File: src/rtl/priv_trap_pkg.sv
package priv_trap_pkg;
    localparam int CLASS_W   = 3;
    localparam int PRIV_W    = 2;
    localparam int VERDICT_N = 4;

    localparam logic [PRIV_W-1:0] PRIV_USER    = 2'd0;
    localparam logic [PRIV_W-1:0] PRIV_SUPER   = 2'd1;
    localparam logic [PRIV_W-1:0] PRIV_MACHINE = 2'd3;

    typedef enum logic [CLASS_W-1:0] {
        CLASS_OTHER     = 3'd0,
        CLASS_WAIT_INT  = 3'd1,
        CLASS_WAIT_RSV  = 3'd2,
        CLASS_FENCE_SUP = 3'd3,
        CLASS_FENCE_HYP = 3'd4,
        CLASS_FENCE_GPA = 3'd5
    } op_class_e;

    typedef enum logic [1:0] {
        WAIT_HALT    = 2'd0,
        WAIT_NOOP    = 2'd1,
        WAIT_ILLEGAL = 2'd2,
        WAIT_VIRTUAL = 2'd3
    } wait_out_e;

    typedef enum logic [1:0] {
        FENCE_FLUSH   = 2'd0,
        FENCE_ILLEGAL = 2'd1,
        FENCE_VIRTUAL = 2'd2
    } fence_out_e;

    typedef enum logic [1:0] {
        FENCE_KIND_SUP = 2'd0,
        FENCE_KIND_HYP = 2'd1,
        FENCE_KIND_GPA = 2'd2
    } fence_kind_e;

    localparam int V_EXEC = 0;
    localparam int V_HALT = 1;
    localparam int V_ILL  = 2;
    localparam int V_VIRT = 3;
endpackage

File: src/rtl/wait_rules.sv
module wait_rules
    import priv_trap_pkg::*;
(
    input  logic              is_rsv,
    input  logic [PRIV_W-1:0] priv_lvl,
    input  logic              virt_on,
    input  logic              smode_present,
    input  logic              mst_tw,
    input  logic              hst_vtw,
    output wait_out_e         outcome
);
    logic at_user;
    logic at_super;
    logic at_machine;

    always_comb begin
        at_user    = (priv_lvl == PRIV_USER);
        at_super   = (priv_lvl == PRIV_SUPER);
        at_machine = (priv_lvl == PRIV_MACHINE);
    end

    always_comb begin
        outcome = WAIT_HALT;
        if (is_rsv) begin
            // Virtual check ranks above the illegal check here.
            if (virt_on && (at_user || at_super) && hst_vtw && !mst_tw)
                outcome = WAIT_VIRTUAL;
            else if (!at_machine && mst_tw)
                outcome = WAIT_ILLEGAL;
            else
                outcome = WAIT_NOOP;
        end else begin
            // Illegal check ranks above the virtual check here.
            if (((at_super || (!smode_present && at_user)) && mst_tw) ||
                (smode_present && at_user && !virt_on))
                outcome = WAIT_ILLEGAL;
            else if (virt_on && (at_user || (at_super && hst_vtw)))
                outcome = WAIT_VIRTUAL;
            else
                outcome = WAIT_HALT;
        end
    end

    always_comb begin
        if (!is_rsv && at_machine && !virt_on)
            assert_wfi_machine_halts_R3: assert (outcome == WAIT_HALT)
                else $error("machine-mode wait did not halt");
        if (is_rsv && !mst_tw && !virt_on)
            assert_rsv_free_noop_R5: assert (outcome == WAIT_NOOP)
                else $error("unrestricted reservation wait trapped");
    end
endmodule

File: src/rtl/fence_rules.sv
module fence_rules
    import priv_trap_pkg::*;
(
    input  fence_kind_e       kind,
    input  logic [PRIV_W-1:0] priv_lvl,
    input  logic              virt_on,
    input  logic              mst_tvm,
    input  logic              hst_vtvm,
    output fence_out_e        outcome
);
    logic at_user;
    logic at_super;
    logic at_machine;
    fence_out_e hyp_out;

    always_comb begin
        at_user    = (priv_lvl == PRIV_USER);
        at_super   = (priv_lvl == PRIV_SUPER);
        at_machine = (priv_lvl == PRIV_MACHINE);
    end

    // Hypervisor fence rules, shared by the guest-physical variant.
    always_comb begin
        if (virt_on)
            hyp_out = FENCE_VIRTUAL;
        else if (at_machine || at_super)
            hyp_out = FENCE_FLUSH;
        else
            hyp_out = FENCE_ILLEGAL;
    end

    always_comb begin
        outcome = FENCE_FLUSH;
        unique case (kind)
            FENCE_KIND_SUP: begin
                if (!virt_on && (at_user || (at_super && mst_tvm)))
                    outcome = FENCE_ILLEGAL;
                else if (virt_on && (at_user || hst_vtvm))
                    outcome = FENCE_VIRTUAL;
                else
                    outcome = FENCE_FLUSH;
            end
            FENCE_KIND_HYP: outcome = hyp_out;
            FENCE_KIND_GPA: begin
                if (at_super && !virt_on && mst_tvm)
                    outcome = FENCE_ILLEGAL;
                else
                    outcome = hyp_out;
            end
            default: outcome = FENCE_FLUSH;
        endcase
    end

    always_comb begin
        if (virt_on && at_user)
            assert_virt_user_fence_traps_R6: assert (outcome == FENCE_VIRTUAL)
                else $error("virtualized user fence not trapped");
        if (kind == FENCE_KIND_HYP && at_user && !virt_on)
            assert_hyp_user_illegal_R7: assert (outcome == FENCE_ILLEGAL)
                else $error("user hypervisor fence not illegal");
    end
endmodule

File: src/rtl/priv_trap_decider.sv
module priv_trap_decider
    import priv_trap_pkg::*;
(
    input  logic [2:0] op_class,
    input  logic [1:0] priv_lvl,
    input  logic       virt_on,
    input  logic       smode_present,
    input  logic       mst_tw,
    input  logic       mst_tvm,
    input  logic       hst_vtw,
    input  logic       hst_vtvm,
    output logic [3:0] verdict,
    output logic       flush_req
);
    op_class_e   cls;
    wait_out_e   wait_out;
    fence_out_e  fence_out;
    fence_kind_e fkind;
    logic        is_rsv;

    always_comb begin
        cls = op_class_e'(op_class);
        is_rsv = (cls == CLASS_WAIT_RSV);
        unique case (cls)
            CLASS_FENCE_HYP: fkind = FENCE_KIND_HYP;
            CLASS_FENCE_GPA: fkind = FENCE_KIND_GPA;
            default:         fkind = FENCE_KIND_SUP;
        endcase
    end

    wait_rules u_wait (
        .is_rsv        (is_rsv),
        .priv_lvl      (priv_lvl),
        .virt_on       (virt_on),
        .smode_present (smode_present),
        .mst_tw        (mst_tw),
        .hst_vtw       (hst_vtw),
        .outcome       (wait_out)
    );

    fence_rules u_fence (
        .kind     (fkind),
        .priv_lvl (priv_lvl),
        .virt_on  (virt_on),
        .mst_tvm  (mst_tvm),
        .hst_vtvm (hst_vtvm),
        .outcome  (fence_out)
    );

    always_comb begin
        verdict   = '0;
        flush_req = 1'b0;
        unique case (cls)
            CLASS_WAIT_INT, CLASS_WAIT_RSV: begin
                unique case (wait_out)
                    WAIT_HALT:    verdict[V_HALT] = 1'b1;
                    WAIT_NOOP:    verdict[V_EXEC] = 1'b1;
                    WAIT_ILLEGAL: verdict[V_ILL]  = 1'b1;
                    WAIT_VIRTUAL: verdict[V_VIRT] = 1'b1;
                    default:      verdict[V_EXEC] = 1'b1;
                endcase
            end
            CLASS_FENCE_SUP, CLASS_FENCE_HYP, CLASS_FENCE_GPA: begin
                unique case (fence_out)
                    FENCE_FLUSH: begin
                        verdict[V_EXEC] = 1'b1;
                        flush_req       = 1'b1;
                    end
                    FENCE_ILLEGAL: verdict[V_ILL]  = 1'b1;
                    FENCE_VIRTUAL: verdict[V_VIRT] = 1'b1;
                    default:       verdict[V_ILL]  = 1'b1;
                endcase
            end
            default: verdict[V_EXEC] = 1'b1;
        endcase
    end

    always_comb begin
        assert_verdict_onehot_R1: assert ($onehot(verdict))
            else $error("verdict not one-hot");
        if (flush_req)
            assert_flush_needs_exec_R9: assert (verdict[V_EXEC])
                else $error("flush without execute verdict");
        if (virt_on && (cls == CLASS_FENCE_HYP || cls == CLASS_FENCE_GPA))
            assert_virt_hyp_fence_R8: assert (verdict[V_VIRT])
                else $error("virtualized hypervisor fence not virtual trap");
        if (op_class == 3'd0 || op_class >= 3'd6)
            assert_unknown_exec_R10: assert (verdict[V_EXEC] && !flush_req)
                else $error("unknown class not executed cleanly");
    end
endmodule

File: config.mk
export PLATFORM = sky130hd
export DESIGN_NAME = priv_trap_decider
export DESIGN_NICKNAME = d
export VERILOG_FILES = /design/src/rtl/priv_trap_pkg.sv /design/src/rtl/wait_rules.sv /design/src/rtl/fence_rules.sv /design/src/rtl/priv_trap_decider.sv
export SDC_FILE = /design/constraint.sdc
export NUM_CORES = 1
export LEC_CHECK = 0
export BUFFER_PORTS_ARGS = -buffer_cell sky130_fd_sc_hd__buf_4
export CORE_AREA = 2 2 39 41
export DETAILED_ROUTE_END_ITERATION = 10
export DIE_AREA = 0 0 41 43
export PLACE_DENSITY = 0.55
export SLEW_MARGIN = 0
export SYNTH_ARGS = -nofsm -noshare
export SYNTH_HDL_FRONTEND = slang
export SYNTH_HIERARCHICAL = 1
export SYNTH_SLANG_ARGS = --single-unit
File: constraint.sdc
create_clock -name vclk -period 3.1
set_input_delay 0.62 -clock vclk [all_inputs]
set_output_delay 0.62 -clock vclk [all_outputs]
set_load 0.005 [all_outputs]
==> impl_results.md, run 1 <==
* Status: finished, final reports clean
* Input/output buffers at 16
* Internal at 34.2 µW
* Yosys warnings at 6
* Sequential share of power at 0%
* Multi-input gate area at 315 µm²
* Postcts setup bufs at 0
* GRT overflow at 0
* Via count at 445
* Die W at around 41 µm
* Residual DRC at 0
* Synth Cell Area at 342 µm²
* Max Freq at about 350 MHz
* Worst slew margin at 67.4%
* Routed Antenna Nets at 0
* Avg Synthesized Cell Area at ~6.4 µm²
* Worst VDD drop at 0.0000559 V
* Leak Pwr at 0.196 nW
* RSZ-0062 raised after global routing: false
* DRT iter0 DRCs at 3
* Cts repair resizes at 0
* FILL cells at 158
* Seq_cells at 0
* Share of layout cells above drive strength 1 at 29.4%
* Die Height at 43 µm
* Core area at around 1400 µm²
* # nets final at 81
* Num rows at 14
* Worst-Margin Slew at 0.487 ns
* Post-Syn Nets at between 60 and 70
* Period minus WS final at 2.86 ns
* MaxCap Viol Count at 0
* Max Slew Vio Count at 0
* TNS Setup at 0 ns
* Sw Ratio at 47.5%
* Wire length per cell at ~10 µm
* WL final at 858 µm
* Min-delay worst type: input pin to output pin
* Critical Path RT at 2.48 ns
* Kind of critical path: input pin to output pin
* Sequential share of the synthesized area at 0%
* Startpoint Class: input pin
* Crit path DAT at 2.24 ns
* Num ports at 16
* Wl on met1 at between 400 and 500 µm
* Critical Path Fanout Max at 7
* Post-DP HPWL at 707 µm
* Clock power share at 0%
* Largest net degree at the start of global routing at 15
* Tcrit/Tclk final at just over 90%
* Min-Delay Path Depth at 3
* Number of global-route vias before repair at 352
* Sw Pwr at 30.9 µW
* Global-route wire length before repair at 1370 µm
* Top Layer Used: met3
* # diodes at 0
* Area grow syn2layout at 37.7%
* Gpl congestion at 0.730
* Syn Inst Count at 53
* Finished Core Util at 34.0%
* Drt pass-1 iters at 4
* Power Density at 138 nW/µm²
* Die area at 1760 µm²
* Sequential cell area at 0 µm²
* GRT Total Usage at 10.2%
* Final setup fails at 0
* Initial core utilization at 24.7%
* Netlist cell types at 30
* Post-CTS Hold Buffers at 0
* CP Capture Type: output pin
* Routed length on met2 at 380 µm
* Clock buf count at 0
* Logic pwr share at 100.0%
* DR WL met3 at 66 µm
* Initial antenna violation count at 0
* Fin. Hold Viols at 0
* Total Power at 65.1 µW
* Vias/cell at roughly 5.3
## worst paths after layout
check / startpoint / end / slack (ns)
min: op_class[2] / verdict[1] / 1.51
max: op_class[2] / verdict[0] / 0.24
## worst max-delay path, stage by stage
cell and delay, ns:
buf_4 0.10, nand2b_1 0.16, nor2_1 0.07, a311oi_1 0.29, a41o_1 0.34, nor3b_1 0.23
a211oi_1 0.08, nor3_1 0.21, buf_4 0.14
## metrics by stage
step           area (µm²)  hold slack, ns  instances  worst slack (ns)
2_1_floorplan         342            1.28         53             0.656
3_3_place_gp          470            1.51         84             0.212
3_5_place_dp          470            1.51         84             0.237
4_1_cts               470            1.51         84             0.219
5_1_grt               470            1.53         84           0.00317
6_report              470            1.51         84             0.237
## cell type report
cell class	count	area share, %
multi-input combinational	48	67.0
timing repair buffer	16	25.5
tap	16	4.26
inverter	4	3.19
## per-layer routing
metal / GRT usage, % / vias up
met3: 0 / 0
li1: - / 232
met4: 0 / 0
met1: 13.9 / 200
met5: 0 / -
met2: 18.1 / 13
## cell families (layout without fill, tap and decap cells)
family / count (synthesis) / in the layout / share of synthesized area, %
XOR/XNOR: 1 / 1 / 2.56
AND/OR/NAND/NOR: 31 / 31 / 56.8
AO/OA/AOI/OAI: 16 / 16 / 33.0
buffers and inverters: 5 / 20 / 7.69
## layout by cell type, fill, tap and decap left out, types with 2 or more instances in the layout
cell type / count
buf_4: 16
nor2_1: 6
a21oi_1: 5
inv_1: 4
nand2b_1: 3
nand2_1: 3
nand3b_1: 3
nor2b_1: 2
o211ai_1: 2
nor3b_1: 2
a211oi_1: 2
nor4_1: 2
## Yosys cell counts, drive strengths merged (2+ instances only)
master / count / area (µm²)
nor2: 6 / 22.5
a21oi: 5 / 25.0
inv: 4 / 15.0
nand2b: 4 / 32.5
nand2: 3 / 11.3
nand3b: 3 / 22.5
a211oi: 2 / 15.0
nor2b: 2 / 12.5
nor3b: 2 / 15.0
nor4: 2 / 12.5
o211ai: 2 / 15.0
or2b: 2 / 16.3
## power by group through the flow
stage / Sequential, mW / Combinational (mW) / Clock (mW)
final: 0 / 0.0651 / 0
after detailed placement: 0 / 0.0654 / 0
after floorplan: 0 / 0.0370 / 0
after CTS: 0 / 0.0656 / 0
after global placement: 0 / 0.0658 / 0
after global routing: 0 / 0.0720 / 0
Power figures use the tool's default switching activity.
==> inputs of run 2 (changes only) <==
--- a/config.mk
+++ b/config.mk
@@ -5,11 +5,12 @@
 export SDC_FILE = /design/constraint.sdc
 export NUM_CORES = 1
 export LEC_CHECK = 0
+export ABC_AREA = 1
 export BUFFER_PORTS_ARGS = -buffer_cell sky130_fd_sc_hd__buf_4
 export CORE_AREA = 2 2 39 41
 export DETAILED_ROUTE_END_ITERATION = 10
 export DIE_AREA = 0 0 41 43
-export PLACE_DENSITY = 0.55
+export PLACE_DENSITY = 0.56
 export SLEW_MARGIN = 0
 export SYNTH_ARGS = -nofsm -noshare
 export SYNTH_HDL_FRONTEND = slang
==> constraint.sdc (replaced) <==
create_clock -name vclk -period 3.4
set_input_delay 0.68 -clock vclk [all_inputs]
set_output_delay 0.68 -clock vclk [all_outputs]
set_load 0.005 [all_outputs]
==> run 2 against run 1 <==
Via count is 4.5% higher. Hold slack better by 0.32 ns. Global-route usage is 0.50 points lower. Power shrank 11%. Final area is 4.5% higher. Non-clock buffer count unchanged. Combinational power shrank 11%. Area after synthesis is 2.9% higher. Die area is the same. Clock-buffer cell count stayed put. Sequential cell count stayed put. Critical path type unchanged. Largest cell class unchanged.
==> impl_results.md, run 2 <==
* Status: finished, final reports clean
* Synth area leader: nand2_1
* Final setup fails at 0
* Post-CTS Hold Buffers at 0
* Crit path DAT at ~1.8 ns
* Finished Layout Cells at 109
* GRT overflow at 0
* DRT iter0 DRCs at 3
* Die area at 1760 µm²
* Internal at 27.0 µW
* Clock power share at 0%
* Core area at 1380 µm²
* Area grow syn2layout at 39.9%
* MaxCap Viol Count at 0
* Tcrit/Tclk final at 72.4%
* Total Power at a little under 60 µW
* Critical Path RT at 2.72 ns
* Initial core utilization at between 20 and 30%
* Commonest non-fill, non-tap cells in the layout: nand2_1, inv_1, buf_4
* Sw Ratio at 53.5%
* Share of layout cells above drive strength 1 at between 30% and 40%
* Syn Inst Count at 77
* WL final at 775 µm
* Post-synth top area share at roughly a fifth
* Sw Pwr at 31.0 µW
* Die W at 41 µm
* Most common cell after layout, fill and taps aside: nand2_1
* Cts repair resizes at 0
* Num ports at 16
* Input/output buffers at 16
* Vias/cell at 4.27
* Die Height at ~43 µm
* Avg Synthesized Cell Area at 4.57 µm²
* TNS Setup at 0 ns
* Top-count cell post-synth: nand2_1
* Gpl congestion at around 0.67
* CP Capture Type: output pin
* Worst slew margin at between 80% and 90%
* Drt pass-1 iters at 3
* Seq_cells at 0
* # diodes at 0
* Num rows at 14
* Logic pwr share at 100.0%
* Routed Antenna Nets at 0
* Period minus WS final at 2.46 ns
* Startpoint Class: input pin
* Worst VDD drop at 0.0000341 V
* Share of synthesized area spent on multiplexers at 0%
* # nets final at 106
* Sequential share of the synthesized area at 0%
* Leak Pwr at between 0.3 and 0.4 nW
* RSZ-0062 raised after global routing: false
* Synth Area in Simple Gates at between 60 and 70%
* Sequential share of power at 0%
* Worst-Margin Slew at 0.242 ns
* Sequential cell area at 0 µm²
* Fin. Hold Viols at 0
* Netlist cell types at 14
* Kind of critical path: input pin to output pin
* Postcts setup bufs at 0
* XOR/XNOR Fraction of Synth Area at 0%
* Synth Area in Adders at 0%
* Largest net degree at the start of global routing at 7
* Post-Syn Nets at 88
* Min-delay worst type: input pin to output pin
* Compound-Gate Fraction of Synth Area at under 10%
* Synth Cell Area at roughly 350 µm²
* FILL cells at 162
* Synth cell count leaders: nand2_1, inv_1, nor2_1
* Global-route wire length before repair at 1320 µm
* GRT Total Usage at 9.69%
* Largest family of logic cells by synthesized area: simple AND/OR/NAND/NOR gates
* Cell Count Post-Placement at ~110
* Power Density at 118 nW/µm²
* Final worst setup slack at 0.938 ns
* Number of global-route vias before repair at between 300 and 400
* Residual DRC at 0
* Yosys warnings at 6
* Wire length per cell at a little over 7 µm
* Max Freq at around 410 MHz
* Clock buf count at 0
* Initial antenna violation count at 0
* Critical Path Fanout Max at 4
* Via count at 465
* Place WS at 0.920 ns
* Area contributors post-synth: nand2_1, inv_1, nor2_1
* Post-DP HPWL at 722 µm
* Max Slew Vio Count at 0
## run 2: cell count changes in the layout (fill, tap and decap cells not counted), sizes merged, moves of 2 or more
cell,before,now
nand2b,4,0
inv,4,22
o21ai,1,4
nor3b,2,0
nor2,6,13
nor4,2,0
o211ai,2,0
nand3b,3,1
or2b,2,0
nand3,1,9
a21oi,5,1
a211oi,2,0
nand2,3,24
nor2b,2,0
## run 2: cell type report
| type | count | area [µm²] | share of cell area (%) |
|---|---|---|---|
| Inverter | 22 | 82.6 | 16.8 |
| Multi-Input combinational cell | 55 | 269 | 54.7 |
| Tap cell | 16 | 20.0 | 4.07 |
| Timing Repair Buffer | 16 | 120 | 24.4 |
## run 2: worst max-delay path, stage by stage
cell     delay (ns)
buf_4          0.13
inv_2          0.05
nand2_2        0.05
nor2_1         0.21
nand2_1        0.08
inv_1          0.07
nor2_1         0.04
o21ai_1        0.06
inv_1          0.06
nor2_1         0.10
nand2_1        0.08
nand3_2        0.07
buf_4          0.10
## run 2: power groups by stage
stage          registers (mW)  clock network (mW)  logic, mW
5_1_grt                     0                   0     0.0655
3_5_place_dp                0                   0     0.0588
2_1_floorplan               0                   0     0.0329
4_1_cts                     0                   0     0.0589
3_3_place_gp                0                   0     0.0583
6_report                    0                   0     0.0579
## run 2: cells by family (layout without fill, tap and decap cells)
| group | Yosys count | in the layout |
|---|---|---|
| and+or+nand+nor | 50 | 50 |
| buffers and inverters | 22 | 38 |
| AOI/OAI and AO/OA | 5 | 5 |
## run 2: stage by stage
step           utilization (%)  instance area [µm²]  hold WS, ns
2_1_floorplan                -                  352         1.58
3_3_place_gp              35.5                  492         1.84
3_5_place_dp              35.5                  492         1.84
6_report                  35.5                  492         1.83
5_1_grt                   35.5                  492         1.87
4_1_cts                   35.5                  492         1.84
## run 2: worst paths after layout
kind   startpoint         end  slack (ns)  cells past startpoint
max   op_class[1]  verdict[0]        0.94                     13
min   op_class[2]   flush_req        1.83                      6
## run 2: per-layer routing
metal	wire length [µm]	global-route usage [%]	share of wire, %
met5	0	0	0
met4	0	0	0
met3	13	0	1.7
met2	415	18.1	54
met1	346	12.3	45
==> inputs of run 3 (changes only) <==
--- a/config.mk
+++ b/config.mk
@@ -10,7 +10,7 @@
 export CORE_AREA = 2 2 39 41
 export DETAILED_ROUTE_END_ITERATION = 10
 export DIE_AREA = 0 0 41 43
-export PLACE_DENSITY = 0.56
+export PLACE_DENSITY = 0.58
 export SLEW_MARGIN = 0
 export SYNTH_ARGS = -nofsm -noshare
 export SYNTH_HDL_FRONTEND = slang
==> constraint.sdc (replaced) <==
create_clock -name vclk -period 2.1
set_input_delay 0.42 -clock vclk [all_inputs]
set_output_delay 0.42 -clock vclk [all_outputs]
set_load 0.005 [all_outputs]
==> run 3 against run 2 <==
Critical endpoint unchanged. Global-route usage is 0.60 points lower. Critical path type unchanged. Power is 64% higher. Wire length is 3.2% higher. Via count is 0.43% lower. Hold slack worse by 0.50 ns. Largest cell class unchanged. Non-clock buffer count stayed put. First-iteration DRC count is 130% higher.
==> impl_results.md, run 3 (synthesis gave the netlist of run 2 again) <==
* Num ports at 16
* Fin. Hold Viols at 0
* Worst VDD drop at 0.0000652 V
* Vias/cell at 4.25
* DRT iter0 DRCs at 7
* GRT Total Usage at 9.09%
* Global-route wire length before repair at 1240 µm
* Drt pass-1 iters at 4
* Gpl congestion at 0.745
* Place WS at about 0.09 ns
* Final setup fails at 0
* Sequential cell area at 0 µm²
* Most common cell after layout, fill and taps aside: nand2_1
* Finished Core Util at 35.9%
* Clock buf count at 0
* Max Slew Vio Count at 0
* Area grow syn2layout at 41.3%
* Number of global-route vias before repair at 356
* Largest net degree at the start of global routing at 7
* Die W at 41 µm
* Initial antenna violation count at 0
* Core area at approximately 1400 µm²
* Post-CTS Hold Buffers at 0
* Startpoint Class: input pin
* Final instance area at 497 µm²
* Input/output buffers at 16
* Seq_cells at 0
* Commonest non-fill, non-tap cells in the layout: nand2_1, inv_1, buf_4
* Critical Path Fanout Max at 4
* Via count at 463
* Min-delay worst type: input pin to output pin
* MaxCap Viol Count at 0
* Post-DP HPWL at 719 µm
* Die area at around 1800 µm²
* CP Capture Point: verdict[0]
* Residual DRC at 0
* # nets final at around 110
* Crit path DAT at 1.50 ns
* Cell Count Post-Placement at 109
* Power Density at 191 nW/µm²
* Cts repair resizes at 0
* # diodes at 0
* TNS Setup at 0 ns
* Die Height at between 40 and 50 µm
* Share of layout cells above drive strength 1 at 34.4%
* Initial core utilization at 25.4%
* Worst-Margin Slew at 0.165 ns
* GRT overflow at 0
* Postcts setup bufs at 0
* Final hold slack at roughly 1.3 ns
* Worst slew margin at 89.0%
* Routed Antenna Nets at 0
* Kind of critical path: input pin to output pin
* CP Capture Type: output pin
* Tcrit/Tclk final at about nine tenths
* RSZ-0062 raised after global routing: false
* Finished Layout Cells at around 110
* Status: finished, final reports clean
* Period minus WS final at 1.92 ns
* Launch point of the critical path: op_class[1]
* Critical Path RT at 1.68 ns
* Max Freq at 521 MHz
* Leak Pwr at about 0.33 nW
* Num rows at 14
* Final worst setup slack at 0.180 ns
* Post-Place Cell Area at 492 µm²
* Total Power at 95.0 µW
* Wire length per cell at about 7.3 µm
* WL final at 800 µm
-- run 3: power by group --
part | switching, mW | internal [mW] | leakage (nW) | total [mW]
Sequential | 0 | 0 | 0 | 0
Combinational | 0.0510 | 0.0439 | 0.326 | 0.0950
Clock | 0 | 0 | 0 | 0
-- run 3: area by class of cell --
type / count / area, µm²
Timing Repair Buffer: 16 / 120
Tap cell: 16 / 20.0
Multi-Input combinational cell: 55 / 274
Fill cell: 160 / 887
Inverter: 22 / 82.6
-- run 3: critical path, cell delays in order --
cell	delay (ns)
buf_4	0.13
inv_2	0.05
nand2_2	0.07
nor2_2	0.16
nand2_1	0.07
inv_1	0.07
nor2_1	0.04
o21ai_1	0.07
inv_1	0.07
nor2_1	0.10
nand2_1	0.09
nand3_2	0.07
buf_4	0.10
-- run 3: how the worst min path moves through the flow --
| stage | start | endpoint | slack, ns | depth (start not counted) |
|---|---|---|---|---|
| 3_3_place_gp | op_class[0] | verdict[0] | 1.32 | 6 |
| 3_5_place_dp | op_class[2] | verdict[3] | 1.32 | 6 |
| 4_1_cts | op_class[2] | verdict[3] | 1.32 | 6 |
| 6_report | op_class[2] | verdict[3] | 1.33 | 6 |
| 2_1_floorplan | op_class[1] | verdict[1] | 1.06 | 4 |
| 5_1_grt | op_class[0] | verdict[0] | 1.37 | 6 |
-- run 3: layer usage --
metal	share of wire (%)	GRT usage [%]	wire length, µm
met5	0	0	0
met4	0	0	0
met3	4.6	0	37
met2	49	16.6	394
met1	46	12.0	368
